<file path="src/rtl/mdio_pkg.sv">
// Shared constants and types for the management bus master.
// Assumes frame fields are sent MSB first and the fixed pattern values below.
package mdio_pkg;
    typedef enum logic {
        PH_LOW  = 1'b0,
        PH_HIGH = 1'b1
    } mdc_phase_e;

    localparam logic [1:0] SOF_PAT = 2'b01;
    localparam logic [1:0] OP_RD   = 2'b10;
    localparam logic [1:0] OP_WR   = 2'b01;
    localparam logic [1:0] TA_WR   = 2'b10;
endpackage

</file>
<file path="src/rtl/mdio_bit_timer.sv">
// Divides the system clock into bit cells: a low phase, then a high phase,
// each HALF_CYCLES long. Reports the last cycle of each phase.
// Assumes start is only asserted while run is low.
module mdio_bit_timer
    import mdio_pkg::*;
#(
    parameter int HALF_CYCLES = 25
) (
    input  logic       clk,
    input  logic       rst_n,
    input  logic       start,
    input  logic       run,
    output mdc_phase_e phase,
    output logic       low_end,
    output logic       cell_end
);
    localparam int CNT_W = (HALF_CYCLES > 1) ? $clog2(HALF_CYCLES) : 1;
    localparam logic [CNT_W-1:0] LAST = CNT_W'(HALF_CYCLES - 1);

    logic [CNT_W-1:0] cnt_q;
    logic             at_last;

    assign at_last  = (cnt_q == LAST);
    assign low_end  = run && (phase == PH_LOW)  && at_last;
    assign cell_end = run && (phase == PH_HIGH) && at_last;

    // Half-period counter and phase toggle.
    always_ff @(posedge clk) begin
        if (!rst_n || start || !run) begin
            cnt_q <= '0;
            phase <= PH_LOW;
        end else if (at_last) begin
            cnt_q <= '0;
            phase <= (phase == PH_LOW) ? PH_HIGH : PH_LOW;
        end else begin
            cnt_q <= cnt_q + 1'b1;
        end
    end
endmodule

</file>
<file path="src/rtl/mdio_in_sync.sv">
// Multi-flop synchroniser for the asynchronous data line input.
// Resets to 1, the idle level of a pulled-up line.
module mdio_in_sync #(
    parameter int STAGES = 2
) (
    input  logic clk,
    input  logic rst_n,
    input  logic d,
    output logic q
);
    logic [STAGES-1:0] sync_q;

    // Shift the input through the stage chain.
    always_ff @(posedge clk) begin
        if (!rst_n) sync_q <= '1;
        else        sync_q <= {sync_q[STAGES-2:0], d};
    end

    assign q = sync_q[STAGES-1];
endmodule

</file>
<file path="src/rtl/mdio_frame_ctrl.sv">
// Frame sequencer: accepts a request, loads the driven bits into a shift
// register, steps one cell per timer cell_end, decodes the output enable
// and collects read bits at low_end. Assumes the timer runs only while busy.
module mdio_frame_ctrl
    import mdio_pkg::*;
#(
    parameter int PRE_LEN = 32,
    parameter int ADDR_W  = 5,
    parameter int DATA_W  = 16
) (
    input  logic              clk,
    input  logic              rst_n,
    input  logic              req_valid,
    input  logic              req_write,
    input  logic [ADDR_W-1:0] req_phy,
    input  logic [ADDR_W-1:0] req_reg,
    input  logic [DATA_W-1:0] req_wdata,
    input  mdc_phase_e        phase,
    input  logic              low_end,
    input  logic              cell_end,
    input  logic              rx_bit,
    output logic              accept,
    output logic              busy,
    output logic              done,
    output logic [DATA_W-1:0] rd_data,
    output logic              mdc,
    output logic              mdio_o,
    output logic              mdio_oe
);
    localparam int DRV_END   = PRE_LEN + 4 + 2 * ADDR_W;
    localparam int FRAME_LEN = DRV_END + 2 + DATA_W;
    localparam int RX_FIRST  = FRAME_LEN - DATA_W;
    localparam int CELL_W    = $clog2(FRAME_LEN);

    logic [FRAME_LEN-1:0] tx_q;
    logic [FRAME_LEN-1:0] tx_load;
    logic [DATA_W-1:0]    rx_q;
    logic [CELL_W-1:0]    cell_q;
    logic                 write_q;
    logic                 last_cell;
    logic                 rx_take;

    assign accept    = req_valid && !busy;
    assign last_cell = (cell_q == CELL_W'(FRAME_LEN - 1));
    assign rx_take   = low_end && !write_q && (cell_q >= CELL_W'(RX_FIRST));

    // Frame image of every cell the master may drive.
    assign tx_load = {{PRE_LEN{1'b1}}, SOF_PAT,
                      req_write ? OP_WR : OP_RD,
                      req_phy, req_reg,
                      req_write ? TA_WR : 2'b00,
                      req_write ? req_wdata : {DATA_W{1'b0}}};

    // Request acceptance, cell stepping and end-of-frame pulse.
    always_ff @(posedge clk) begin
        if (!rst_n) begin
            busy    <= 1'b0;
            done    <= 1'b0;
            write_q <= 1'b0;
            cell_q  <= '0;
            tx_q    <= '0;
        end else begin
            done <= 1'b0;
            if (accept) begin
                busy    <= 1'b1;
                write_q <= req_write;
                cell_q  <= '0;
                tx_q    <= tx_load;
            end else if (cell_end) begin
                if (last_cell) begin
                    busy <= 1'b0;
                    done <= 1'b1;
                end else begin
                    cell_q <= cell_q + 1'b1;
                    tx_q   <= {tx_q[FRAME_LEN-2:0], 1'b0};
                end
            end
        end
    end

    // Read data shift register, MSB first.
    always_ff @(posedge clk) begin
        if (!rst_n)       rx_q <= '0;
        else if (rx_take) rx_q <= {rx_q[DATA_W-2:0], rx_bit};
    end

    assign rd_data = rx_q;
    assign mdc     = busy && (phase == PH_HIGH);
    assign mdio_oe = busy && (write_q || (cell_q < CELL_W'(DRV_END)));
    assign mdio_o  = busy && tx_q[FRAME_LEN-1];
endmodule

</file>
<file path="src/rtl/mdio_master.sv">
// Top of the management bus master: timer, input synchroniser and frame
// sequencer. Assumes HALF_CYCLES >= 3 so a read bit passes the synchroniser
// within one phase.
module mdio_master #(
    parameter int HALF_CYCLES = 25,
    parameter int PRE_LEN     = 32,
    parameter int ADDR_W      = 5,
    parameter int DATA_W      = 16,
    parameter int SYNC_STAGES = 2
) (
    input  logic              clk,
    input  logic              rst_n,
    input  logic              req_valid,
    input  logic              req_write,
    input  logic [ADDR_W-1:0] req_phy,
    input  logic [ADDR_W-1:0] req_reg,
    input  logic [DATA_W-1:0] req_wdata,
    output logic              busy,
    output logic              done,
    output logic [DATA_W-1:0] rd_data,
    output logic              mdc,
    output logic              mdio_o,
    output logic              mdio_oe,
    input  logic              mdio_i
);
    import mdio_pkg::*;

    mdc_phase_e phase;
    logic       low_end;
    logic       cell_end;
    logic       accept;
    logic       rx_bit;

    mdio_bit_timer #(.HALF_CYCLES(HALF_CYCLES)) u_timer (
        .clk      (clk),
        .rst_n    (rst_n),
        .start    (accept),
        .run      (busy),
        .phase    (phase),
        .low_end  (low_end),
        .cell_end (cell_end)
    );

    mdio_in_sync #(.STAGES(SYNC_STAGES)) u_sync (
        .clk   (clk),
        .rst_n (rst_n),
        .d     (mdio_i),
        .q     (rx_bit)
    );

    mdio_frame_ctrl #(
        .PRE_LEN (PRE_LEN),
        .ADDR_W  (ADDR_W),
        .DATA_W  (DATA_W)
    ) u_ctrl (
        .clk       (clk),
        .rst_n     (rst_n),
        .req_valid (req_valid),
        .req_write (req_write),
        .req_phy   (req_phy),
        .req_reg   (req_reg),
        .req_wdata (req_wdata),
        .phase     (phase),
        .low_end   (low_end),
        .cell_end  (cell_end),
        .rx_bit    (rx_bit),
        .accept    (accept),
        .busy      (busy),
        .done      (done),
        .rd_data   (rd_data),
        .mdc       (mdc),
        .mdio_o    (mdio_o),
        .mdio_oe   (mdio_oe)
    );
endmodule

</file>
<file path="config.mk">
export PLATFORM = sky130hd
export DESIGN_NAME = mdio_master
export DESIGN_NICKNAME = d
export VERILOG_FILES = /design/src/rtl/mdio_pkg.sv /design/src/rtl/mdio_bit_timer.sv /design/src/rtl/mdio_in_sync.sv /design/src/rtl/mdio_frame_ctrl.sv /design/src/rtl/mdio_master.sv
export SDC_FILE = /design/constraint.sdc
export NUM_CORES = 1
export LEC_CHECK = 0
export CORE_ASPECT_RATIO = 1.5
export CORE_UTILIZATION = 29
export DETAILED_ROUTE_END_ITERATION = 7
export HOLD_SLACK_MARGIN = 0.15
export PLACE_DENSITY = 0.48
export RECOVER_POWER = 100
export SYNTH_ARGS = -nofsm -noshare
export SYNTH_HDL_FRONTEND = slang
export SYNTH_SLANG_ARGS = --single-unit
</file>
<file path="constraint.sdc">
create_clock -name clk -period 3.3 [get_ports clk]
set_input_delay 0.33 -clock clk [delete_from_list [all_inputs] [get_ports clk]]
set_output_delay 0.33 -clock clk [all_outputs]
set_load 0.1 [all_outputs]
</file>
; After elaboration in Yosys (flattened, before gate mapping)
; Cells that the tools add are included.
; W data, S select, Z words.
[totals]
ff_bits = 97
out_inout_bits = 21
elab_cells = 55
[classes]
addsub = 2
magnitude_cmp = 2
eq_ne = 3
mux = 11
bitwise = 4
reduce_logical = 23
[ops]
columns = op, n
row1 = $mux W64, 3
row2 = $mux W16, 1
row3 = $logic_and A1 B1 Y1, 9
row4 = $add A6 B1 Y6 const B, 1
row5 = $eq A6 B6 Y1 const B, 1
row6 = $ge A6 B6 Y1 const B, 1
row7 = $lt A6 B6 Y1 const B, 1
row8 = $reduce_and A2 Y1, 3
row9 = $add A5 B1 Y5 const B, 1
row10 = $eq A5 B5 Y1 const B, 1
row11 = $mux W1, 5
row12 = $mux W2, 2
row13 = $not A1 Y1, 4
row14 = $reduce_bool A2 Y1, 2
row15 = $reduce_or A2 Y1, 2
row16 = $logic_not A1 Y1, 3
row17 = $logic_or A1 B1 Y1, 3
row18 = $reduce_or A3 Y1, 1
row19 = $ne A2 B2 Y1 const B, 1

; Depth between registers and ports, before layout
; Gate-level depths: netlist of the first run.
[depth]
word_depth = 5
mapped_depth = 9

; Modules after synthesis
; A second synthesis of the first run with hierarchy kept.
[unflattened]
hier_cells = 422
area_unflattened_um2 = 3951.3
[modules_own_cells]
columns = module, instances, cells_per_inst, area_per_inst_um2
row1 = mdio_frame_ctrl, 1, 389, 3629.7
row2 = mdio_bit_timer, 1, 29, 269.0
row3 = mdio_in_sync, 1, 4, 52.6

; Worst setup path before layout of the first run
; Ideal clock, no wire load.
[synth_path]
kind = reg2reg
from = register u_ctrl.busy
to = register u_ctrl.tx_q[50]
arrival_ps = 2524
setup_slack_ps = 658
path_stages_with_launch = 9
n_path_buf = 4
cell_sequence = dfxtp_1 -> buf_2 -> and2_1 -> buf_2 -> o211ai_2 -> buf_6 -> buf_4 -> nor2_1 -> nor3b_2
[synth_via]
elab_chain_cells = 4
elab_cells_between_ends = 8
[synth_lines]
columns = item, line_no
row1 = from (decl), mdio_frame_ctrl.sv:23  ; output logic busy,
row2 = from (signal assigned), mdio_frame_ctrl.sv:57  ; busy <= 1'b0;
row3 = from (signal assigned), mdio_frame_ctrl.sv:65  ; busy <= 1'b1;
row4 = from (signal assigned), mdio_frame_ctrl.sv:71  ; busy <= 1'b0;
row5 = $logic_and A1 B1 Y1, -
row6 = via mdc, mdio_master.sv:21  ; output logic mdc,
row7 = $logic_and A1 B1 Y1, mdio_bit_timer.sv:25  ; assign cell_end = run && (phase == PH_HIGH) && at_last;
row8 = $reduce_bool A2 Y1 (no source line), -
row9 = $reduce_and A2 Y1 (no source line), -
row10 = to (signal assigned), mdio_frame_ctrl.sv:68  ; tx_q <= tx_load;
row11 = to (signal assigned), mdio_frame_ctrl.sv:75  ; tx_q <= {tx_q[FRAME_LEN-2:0], 1'b0};
row12 = to (decl), mdio_frame_ctrl.sv:35  ; logic [FRAME_LEN-1:0] tx_q;
; The timed path passes the listed nets, and every way through them passes these cells.
; A chain may end at the register's enable or synchronous reset.

; Worst setup path in the final report of the first run
[layout_path]
from = register u_ctrl.cell_q[1]
to = register u_ctrl.tx_q[44]
[layout_via]
elab_chain_cells = 3
[layout_lines]
columns = item, line_no
row1 = from (decl), mdio_frame_ctrl.sv:38  ; logic [CELL_W-1:0] cell_q;
row2 = from (signal assigned), mdio_frame_ctrl.sv:74  ; cell_q <= cell_q + 1'b1;
row3 = $eq A6 B6 Y1, mdio_frame_ctrl.sv:44  ; assign last_cell = (cell_q == CELL_W'(FRAME_LEN - 1));
row4 = $ne A2 B2 Y1 (no source line), -
row5 = $reduce_and A2 Y1 (no source line), -
; Every way passes these cells.

==> results of run 1 <==
## synthesized netlist by cell type, drive strengths merged
library cell / count / share of area (%)
o31a: 1 / 0.20
or2: 1 / 0.14
o211a: 1 / 0.40
nor3: 60 / 9.2
nand4: 10 / 1.4
buf: 23 / 3.7
nor2b: 17 / 2.4
ha: 3 / 0.86
nor3b: 33 / 8.2
mux2i: 17 / 3.9
o221a: 1 / 0.26
nor4b: 13 / 4.5
a21boi: 3 / 0.52
dfxtp: 97 / 45
clkbuf: 18 / 1.6
nand2: 36 / 3.1
or3: 2 / 0.29
nand4b: 1 / 0.20
o21ai: 3 / 0.34
nand3: 24 / 3.2
a21oi: 29 / 3.3
nand2b: 3 / 0.43
and2: 3 / 0.43
xor2: 2 / 0.40
and4b: 1 / 0.23
xnor2: 3 / 0.60
o311ai: 2 / 0.40
o211ai: 3 / 0.63
and3: 1 / 0.14
inv: 4 / 0.34
a31o: 1 / 0.20
and4bb: 1 / 0.29
nor2: 42 / 3.6
## layout by cell type (no fill, tap or decap), drive strengths merged, types with 4 or more instances in the layout
cell type	instances
dfxtp	97
nand4	10
nor2	42
nor2b	17
nor4b	13
nand2	36
a21oi	29
nor3	60
clkbuf	17
nor3b	33
clkdlybuf4s50	29
mux2i	17
buf	6
dlygate4sd3	17
nand3	24
clkinv	4
inv	4
## layout make-up
cell class | count | area, um^2 | area share, %
Sequential cell | 97 | 1940 | 37.8
Multi-Input combinational cell | 317 | 2070 | 40.2
Clock buffer | 9 | 225 | 4.38
Inverter | 4 | 15.0 | 0.292
Timing Repair Buffer | 60 | 552 | 10.7
Clock inverter | 7 | 95.1 | 1.85
Tap cell | 196 | 245 | 4.77
## report_power, final
group	internal (mW)	total [mW]	switching (mW)	leakage (nW)
clock network	0.664	1.12	0.455	0.155
logic	0.114	0.235	0.121	1.05
registers	1.23	1.27	0.0350	0.797
## per-layer routing
layer | track usage (%) | up-vias | share of wire (%)
met2 | 21.5 | 46 | 51
met4 | 4.08 | 0 | 1.2
met1 | 15.4 | 1561 | 45
met3 | 3.13 | 8 | 3.0
li1 | - | 1659 | -
met5 | 0 | - | 0
## kinds of logic (layout without fill, tap and decap cells)
kind of cell               count (synthesis)  in the layout  synth area share, %
muxes                                     17             17                 3.91
and+or+nand+nor                          248            248                 37.8
DFF                                       97             97                 44.6
adders and majority gates                  3              3                0.862
buffers and inverters                     45             80                 5.57
AOI/OAI and AO/OA                         44             44                 6.29
xor gates and xnor gates                   5              5                 1.01
## state kept, by name, summed over array words and instances, names as in the netlist
name and flops:
u_ctrl.busy 1, u_ctrl.cell_q 6, u_ctrl.done 1, u_ctrl.rd_data 16, u_ctrl.tx_q 64, u_ctrl.write_q 1
u_sync.sync_q 2, u_timer.cnt_q 5, u_timer.phase 1
## path summary, 6_finish.rpt
path	start	cells past startpoint	endpoint	slack, ps
max reg2reg	u_ctrl.cell_q[1]	6	u_ctrl.tx_q[44]	740
max	u_ctrl.cell_q[1]	6	u_ctrl.tx_q[44]	740
min	u_sync.sync_q[0]	1	u_sync.sync_q[1]	420
min reg2reg	u_sync.sync_q[0]	1	u_sync.sync_q[1]	420
## metrics by stage
step                utilization [%]  setup WS, ps  cell area (um^2)  instances
floorplan                         -           658              4360        459
global placement               34.0          1150              4970        674
detailed placement             34.0          1100              4970        674
CTS                            36.2          1100              5290        690
global route                   35.2           469              5140        690
finish                         35.2           741              5140        690
## worst max-delay path, delay by kind of cell, from the launching register on
family / cells / cell delay [ps]
AO/OA/AOI/OAI: 1 / 760
adder cells (fa/ha/maj): 1 / 260
buffers and inverters: 1 / 590
flip-flops: 1 / 410
AND/OR/NAND/NOR: 3 / 430
==> summary.txt, run 1 <==
Floorplanning
  – Core box area: around 15000 um^2
  – Die width: 102 um
  – Num ports: 52
  – Chip height: around 150 um
  – Starting Density: 29.9%
  – Cell row count: 54
  – Die area: about 16000 um^2

Clock tree
  – Clk buf depth: 2
  – Post-CTS Hold Fix Bufs: 0
  – CTS tree: yes
  – Clk Latency, worst-skew pair: ~340 ps
  – Root Driver: clkbuf_16
  – Num CTS Buffers: 9
  – CTS H-tree depth: 3
  – Clock Sinks: 97
  – # Post-CTS Setup Buffers: 0
  – Clk pin slew, worst setup/hold paths: 70 ps
  – Post_cts resized: 0

Route
  – Vias/cell: 4.74
  – Final wirelength: 9.12 mm
  – ANT nets after route: 0
  – Vias: around 3300
  – Initial DRT Pass Iterations: 4
  – Violation count after the first detailed-routing iteration: 143
  – Routed len/inst: 13.2 um
  – Drc violations: 0

GRT
  – Largest net degree at the start of global routing: 35
  – Remaining global-route overflow: 0
  – Vias in the first global route: between 3000 and 4000
  – Initial antenna violation count: 0
  – GR Util All Layers: 12.7%
  – First-pass GRT wire length: about 16 mm

Place
  – HPWL Detailed: between 6 and 7 mm
  – Port Buffers: 51
  – RePlAce Congestion: approximately 0.71

Timing
  – Final-report max-slew violation count: 0
  – TNS Setup: 0 ps
  – Hold WS: 417 ps
  – Skew final: 6.11 ps
  – Fmax: 391 MHz
  – Min Tclk post-route: 2560 ps
  – Tcrit/Tclk final: 77.5%
  – Endpoints failing hold: 0
  – Final setup viols: 0
  – RSZ-0062 raised after global routing: false
  – Rel. slew slack: between 15 and 20%
  – Worst Tran Pin Value: 1240 ps

Setup path
  – Critical path arrival: around 2800 ps
  – Largest stage delay on the critical path: approximately 760 ps
  – Slowest stage cell, crit path: o211ai_2
  – Critical Path Fanout Max: 25
  – Setup crit end kind: flip-flop
  – Startpoint Class: flip-flop
  – Critical path class: flip-flop to flip-flop
  – Worst path cell trace: ha_1, nand3_2, o211ai_2, clkbuf_2, nor2_1, nor3b_1
  – CP required: between 3000 and 4000 ps

Power and ir drop
  – Static leakage: between 2 and 2.5 nW
  – Peak supply drop: about 0.27 mV
  – PwrDens: 509 nW/um^2
  – Final Power: 2.62 mW

Final layout
  – NumNets Final: 523
  – Fill count: 1547
  – Layout cells sized above 1: 13.8%
  – Layout area overhead: 18.0%
  – Ant diodes: 0

Logic synthesis
  – Post-synthesis cell count: approximately 460
  – Syn_nets: 493
  – Syn_area_per_cell: approximately 9.5 um^2
  – Sequential fraction of the synthesis area: between 40% and 50%
  – Yosys cell types: 41
  – Post-Synthesis Cell Area: 4360 um^2
  – Synth Warn #: 0
  – Yosys reg bits: 97

Hold path
  – Hold Path Class: flip-flop to flip-flop

Run
  – Number of max-cap violations: 0

Status
  – Outcome: completed
Power figures use the tool's default switching activity.
==> inputs of run 2 (changes only) <==
==> constraint.sdc (replaced) <==
create_clock -name clk -period 2.6 [get_ports clk]
set_input_delay 0.26 -clock clk [delete_from_list [all_inputs] [get_ports clk]]
set_output_delay 0.26 -clock clk [all_outputs]
set_load 0.1 [all_outputs]
==> run 2 against run 1 <==
  * Combinational power grew 24%
  * Flip-flop and latch count is the same
  * Cell count up 0.14%
  * Clock skew hardly changed
  * First-iteration DRC count down 31%
  * Sequential power increased by 27%
  * Largest power group unchanged
  * Critical endpoint is now mdio_o
  * Cell area shrank 1.7%
  * Worst setup slack lost 290 ps
==> summary.txt, run 2 (synthesized netlist as in run 1, its figures left out) <==
Status
  – Outcome: completed

Timing
  – TNS Setup: 0 ps (unchanged)
  – Skew final: 5.89 ps (-0.216 ps)
  – Final-report max-slew violation count: 0 (unchanged)
  – Tcrit/Tclk final: about 83%
  – Worst Tran Pin Value: 1180 ps (-64.2 ps)
  – Endpoints failing hold: 0 (unchanged)
  – Rel. slew slack: 21.9% (+4.6 points)
  – Fmax: around 460 MHz
  – Min Tclk post-route: 2150 ps
  – RSZ-0062 raised after global routing: false
  – Final setup viols: 0 (unchanged)

GRT
  – Largest net degree at the start of global routing: 71 (+100%)
  – Initial antenna violation count: 0 (unchanged)
  – Vias in the first global route: 3384 (+5.0%)
  – Remaining global-route overflow: 0 (unchanged)
  – First-pass GRT wire length: 15.2 mm (-2.5%)
  – GR Util All Layers: 12.3% (-0.34 points)

Clock tree
  – Clock Sinks: 97 (unchanged)
  – Num CTS Buffers: 9 (unchanged)
  – Clk buf depth: 2 (unchanged)
  – Clk Latency, worst-skew pair: 340 ps (about the same)
  – # Post-CTS Setup Buffers: 0 (unchanged)
  – CTS H-tree depth: 3 (unchanged)
  – Root Driver: clkbuf_16
  – Clk pin slew, worst setup/hold paths: 60 ps (about the same)
  – Post-CTS Hold Fix Bufs: 0 (unchanged)
  – Post_cts resized: 0 (unchanged)
  – CTS tree: yes

Power and ir drop
  – Psw: 0.732 mW (+20%)
  – PwrDens: 653 nW/um^2 (+28%)
  – Sequential share of power: 48.7% (+0.4 points)
  – Static leakage: 1.90 nW (-5.1%)
  – Switching Share: 22.2% (-1.1 points)
  – Peak supply drop: 0.261 mV (-4.8%)
  – Comb power frac: 8.8% (-0.2 points)
  – Internal power: 2.57 mW (+28%)
  – Clk pwr share: 42.4% (-0.3 points)

Route
  – ANT nets after route: 0 (unchanged)
  – Routed len/inst: 13.1 um (-0.86%)
  – Vias/cell: 4.80 (+1.2%)
  – DR top layer: met4
  – Initial DRT Pass Iterations: 4 (unchanged)
  – Vias: 3317 (+1.3%)
  – M1 WL: 3.89 mm (-5.0%)
  – Violation count after the first detailed-routing iteration: 98 (-31%)
  – Final wirelength: 9.06 mm (-0.71%)
  – Met2 wire len: 4.73 mm (+1.6%)
  – Wire length on met3: 214 um (-22%)
  – Drc violations: 0 (unchanged)

Setup path
  – Slowest stage cell, crit path: clkbuf_1
  – Critical R2R Capture: u_ctrl.tx_q[5]
  – Critical Path Fanout Max: 11 (-56%)
  – Worst path cell trace: and2_1, clkbuf_1
  – RR Startpoint: u_ctrl.cell_q[1]
  – FF-to-FF setup slack: 450 ps (-290 ps)
  – Largest stage delay on the critical path: 870 ps (+110 ps)
  – Critical path class: flip-flop to output pin
  – Critical path arrival: 1890 ps (-920 ps)
  – Setup crit end kind: output pin
  – Reg2reg path depth: 6 (unchanged)
  – CP required: 2340 ps (-1210 ps)
  – Startpoint Class: flip-flop

Final layout
  – Fill count: 1566 (+1.2%)
  – Largest register by flop count: u_ctrl.tx_q
  – Max reg flops: 64 (unchanged)
  – Cell Count, Final, Fillers Out: 691 (+0.14%)
  – NumNets Final: 525 (+0.38%)
  – Layout cells sized above 1: 12.3% (-1.4 points)
  – Layout area overhead: 16.0%
  – Ant diodes: 0 (unchanged)
  – Most common library cell in the layout ignoring fill and taps: dfxtp_1
  – Most frequent cells in the layout: dfxtp_1 (96), nor2_1 (42), nor3_1 (40), nand2_1 (36)

Hold path
  – Hold Path Class: flip-flop to flip-flop
  – Hold path depth: 1 (unchanged)
  – Hold path start: u_sync.sync_q[0]
  – Hold EP: u_sync.sync_q[1]

Floorplanning
  – Starting Density: 29.9% (unchanged)
  – Num ports: 52 (unchanged)
  – Chip height: 152 um (unchanged)
  – Core box area: 14600 um^2 (unchanged)
  – Die area: 15500 um^2 (unchanged)
  – Die width: 102 um (unchanged)
  – Cell row count: 54 (unchanged)

Place
  – Port Buffers: 51 (unchanged)
  – HPWL Detailed: 5.99 mm (-0.51%)
  – RePlAce Congestion: 0.748 (+5.5%)
  – Placed cells: 676 (+0.30%)

Run
  – Number of max-cap violations: 0 (unchanged)
[run 2: cell count changes in the layout (fill, tap and decap cells not counted), moves of 2 or more]
cell and change:
clkinv_4 -2, buf_12 +3, nor3_2 +4, nor4b_1 +10
nor4b_2 -10, dlygate4sd3_1 -17, clkbuf_2 -2, clkbuf_1 +19
nor3_1 -4
[run 2: worst max-delay path, delay by kind of cell (launching register included)]
| family | cells | cell delay, ps |
|---|---|---|
| flip-flops | 1 | 470 |
| AND/OR/NAND/NOR | 1 | 200 |
| buffers and inverters | 1 | 870 |
[run 2: layout make-up]
class | instances | area, um^2 | share of cell area [%]
Clock inverter | 3 | 65.1 | 1.29
Sequential cell | 97 | 1940 | 38.4
Clock buffer | 12 | 246 | 4.88
Tap cell | 196 | 245 | 4.85
Multi-Input combinational cell | 317 | 2040 | 40.3
Timing Repair Buffer | 62 | 503 | 9.95
Inverter | 4 | 15.0 | 0.297
[run 2: per-layer routing]
metal	track usage [%]	vias to the layer above
met3	1.93	15
met4	6.80	0
met5	0	-
met2	21.8	34
li1	-	1665
met1	13.8	1603
[run 2: power groups by stage]
stage          clock network [mW]  logic, mW  registers, mW
2_1_floorplan                   0      0.219           1.64
4_1_cts                      1.45      0.323           1.61
3_5_place_dp                    0      0.322           1.64
6_report                     1.40      0.292           1.61
5_1_grt                      1.51      0.326           1.62
3_3_place_gp                    0      0.313           1.64
[run 2: through the flow]
| stage | util, % | setup slack (ps) | power [mW] | area, um^2 | hold slack [ps] |
|---|---|---|---|---|---|
| final | 34.6 | 448 | 3.30 | 5050 | 413 |
| after global routing | 34.6 | 227 | 3.46 | 5050 | 427 |
| after CTS | 36.2 | 559 | 3.38 | 5290 | 350 |
| after detailed placement | 34.1 | 574 | 1.96 | 4980 | 400 |
| after global placement | 34.1 | 604 | 1.95 | 4980 | 401 |
| after floorplan | - | 294 | 1.86 | 4360 | 361 |
[run 2: worst max-delay path by stage]
stage                startpoint               end  slack (ps)  cells after the start
6_report            u_ctrl.busy            mdio_o         450                      2
5_1_grt                   rst_n   u_ctrl.tx_q[28]         230                      4
4_1_cts        u_ctrl.cell_q[1]    u_ctrl.tx_q[5]         560                      6
3_5_place_dp   u_ctrl.cell_q[1]    u_ctrl.tx_q[5]         570                      6
3_3_place_gp   u_timer.cnt_q[0]  u_ctrl.cell_q[2]         600                      7
2_1_floorplan       u_ctrl.busy   u_ctrl.tx_q[50]         290                      8
==> inputs of run 3 (changes only) <==
==> constraint.sdc (replaced) <==
create_clock -name clk -period 2 [get_ports clk]
set_input_delay 0.2 -clock clk [delete_from_list [all_inputs] [get_ports clk]]
set_output_delay 0.2 -clock clk [all_outputs]
set_load 0.1 [all_outputs]
==> run 3 against run 2 <==
  * Utilization up 1.3 points
  * Clock skew up 2.2 ps
  * Cell count up 1.2%
  * Hold slack worse by 220 ps
  * Critical path depth up 2
==> summary.txt, run 3 (synthesized netlist as in run 1, its figures left out) <==
Status
  – Outcome: completed

Timing
  – Skew final: 8.14 ps (+2.24 ps)
  – Setup WS post-layout: 167 ps (-281 ps)
  – Worst Tran Pin Value: 660 ps (-516 ps)
  – TNS Setup: 0 ps (unchanged)
  – RSZ-0062 raised after global routing: false
  – Tcrit/Tclk final: roughly nine tenths
  – Final-report max-slew violation count: 0 (unchanged)
  – Rel. slew slack: 56.0% (+34 points)
  – Final setup viols: 0 (unchanged)
  – Fmax: 546 MHz
  – Endpoints failing hold: 0 (unchanged)
  – Min Tclk post-route: about 1800 ps

Floorplanning
  – Die area: 15500 um^2 (unchanged)
  – Num ports: 52 (unchanged)
  – Cell row count: 54 (unchanged)
  – Die width: 102 um (unchanged)
  – Core box area: 14600 um^2 (unchanged)
  – Starting Density: 29.9% (unchanged)
  – Chip height: 152 um (unchanged)

Route
  – Initial DRT Pass Iterations: 4 (unchanged)
  – Routed len/inst: 13.2 um (+0.57%)
  – Drc violations: 0 (unchanged)
  – Vias/cell: 4.74 (-1.3%)
  – Final wirelength: 9.22 mm (+1.7%)
  – Vias: 3311 (-0.18%)
  – ANT nets after route: 0 (unchanged)
  – Violation count after the first detailed-routing iteration: 84 (-14%)

Setup path
  – Critical path class: flip-flop to flip-flop
  – Startpoint Class: flip-flop
  – Worst path cell trace: nand2b_1, clkbuf_1, a21oi_1, nor4b_2
  – Critical Path Fanout Max: 15 (+4)
  – Critical path arrival: 2090 ps (+200 ps)
  – Cell family with most CP delay: simple AND/OR/NAND/NOR gates
  – Largest stage delay on the critical path: 550 ps (-320 ps)
  – Slowest stage cell, crit path: clkbuf_1
  – Buf+Inv Stages, Crit Path: 1 (unchanged)
  – CP required: 2250 ps (-90 ps)
  – Setup crit end kind: flip-flop

GRT
  – Largest net degree at the start of global routing: 48 (-32%)
  – Initial antenna violation count: 0 (unchanged)
  – Met3 global-route usage: 2.99% (+1.1 points)
  – GRT met1 Usage: 14.8% (+1.0 points)
  – Remaining global-route overflow: 0 (unchanged)
  – GR Util All Layers: 12.3% (about the same)
  – First-pass GRT wire length: 15.2 mm (+0.32%)
  – Met2 Usage GRT: 21.1% (-0.70 points)
  – Global route hottest layer: met2
  – Vias in the first global route: 3188 (-5.8%)

Power and ir drop
  – Final Power: 4.24 mW (+29%)
  – Psw: 1.01 mW (+39%)
  – PwrDens: 809 nW/um^2 (+24%)
  – Internal power: 3.23 mW (+26%)
  – Static leakage: 2.05 nW (+7.8%)
  – Switching Share: 23.9% (+1.7 points)
  – Sequential share of power: 49.2% (+0.5 points)
  – Peak supply drop: 0.331 mV (+27%)
  – Clk pwr share: 41.3% (-1.1 points)
  – Comb power frac: 9.5% (+0.7 points)

Final layout
  – Final core occ: 35.9% (+1.3 points)
  – Layout area overhead: 20.4%
  – Cell Count, Final, Fillers Out: 699 (+1.2%)
  – Max reg flops: 64 (unchanged)
  – Most common library cell in the layout ignoring fill and taps: dfxtp_1
  – Most frequent cells in the layout: dfxtp_1 (96), nor3_1 (45), nor2_1 (42), nand2_1 (36), a21oi_1 (29)
  – NumNets Final: 532 (+1.3%)
  – Largest register by flop count: u_ctrl.tx_q
  – Layout cells sized above 1: 20.9% (+8.6 points)
  – Ant diodes: 0 (unchanged)
  – Fill count: 1543 (-1.5%)

Clock tree
  – # Post-CTS Setup Buffers: 0 (unchanged)
  – Num CTS Buffers: 9 (unchanged)
  – Post-CTS Hold Fix Bufs: 0 (unchanged)
  – CTS tree: yes
  – Root Driver: clkbuf_16
  – Clk Latency, worst-skew pair: 340 ps (about the same)
  – CTS H-tree depth: 3 (unchanged)
  – Clk buf depth: 2 (unchanged)
  – Post_cts resized: 0 (unchanged)
  – Clock Sinks: 97 (unchanged)
  – Clk pin slew, worst setup/hold paths: 70 ps (about the same)

Place
  – Setup WS pre-CTS: 168 ps (-406 ps)
  – Port Buffers: 51 (unchanged)
  – RePlAce Congestion: 0.752 (+0.53%)
  – HPWL Detailed: 6.14 mm (+2.6%)
  – Placed cells: 683 (+1.0%)

Hold path
  – Hold Path Class: primary input to flip-flop

Run
  – Number of max-cap violations: 0 (unchanged)
[run 3: changes by cell type in the layout (fill, tap and decap cells not counted), moves of 4 or more]
cell,change
nor4b_2,+13
nor3_1,+5
clkbuf_2,+18
nor3b_2,+4
nor3_2,-5
nor4b_1,-13
nor3b_1,-4
buf_4,+6
clkbuf_1,-23
[run 3: final timing paths]
check / from / endpoint / slack [ps] / cells past startpoint
worst max-delay path: u_ctrl.busy / u_ctrl.tx_q[13] / 170 / 4
worst min-delay path: rst_n / u_sync.sync_q[0] / 200 / 2
worst max register to register: u_ctrl.busy / u_ctrl.tx_q[13] / 170 / 4
worst min register to register: u_sync.sync_q[0] / u_sync.sync_q[1] / 420 / 1
[run 3: worst reg2reg max path: cells and delay by family (launching register included)]
kind	cells	cell delay, ps
AND/OR/NAND/NOR	2	600
AO/OA/AOI/OAI	1	180
flip-flops	1	420
buffers and inverters	1	550
[run 3: per-layer routing]
layer | share of wire (%) | vias up | wire length [um]
li1 | - | 1681 | -
met1 | 45 | 1581 | 4120
met5 | 0 | - | 0
met4 | 1.1 | 0 | 98
met3 | 3.2 | 8 | 295
met2 | 51 | 41 | 4710
[run 3: power groups by stage]
stage                     logic, mW  clock network [mW]  registers, mW
final                         0.404                1.75           2.09
after detailed placement      0.426                   0           2.13
after global routing          0.445                1.91           2.10
after floorplan               0.285                   0           2.13
after global placement        0.416                   0           2.13
after CTS                     0.427                1.82           2.09
[run 3: cell type report]
| cell class | instances | area, um^2 | share of cell area, % |
|---|---|---|---|
| Timing Repair Buffer | 69 | 612 | 11.7 |
| Sequential cell | 97 | 1950 | 37.1 |
| Clock buffer | 12 | 278 | 5.30 |
| Clock inverter | 4 | 31.3 | 0.596 |
| Inverter | 4 | 15.0 | 0.286 |
| Tap cell | 196 | 245 | 4.68 |
| Multi-Input combinational cell | 317 | 2120 | 40.4 |
[run 3: per-stage QoR]
| step | area, um^2 | hold WS [ps] |
|---|---|---|
| 3_3_place_gp | 5060 | 400 |
| 3_5_place_dp | 5060 | 405 |
| 4_1_cts | 5370 | 185 |
| 5_1_grt | 5250 | 191 |
| 6_report | 5250 | 198 |
| 2_1_floorplan | 4360 | 301 |
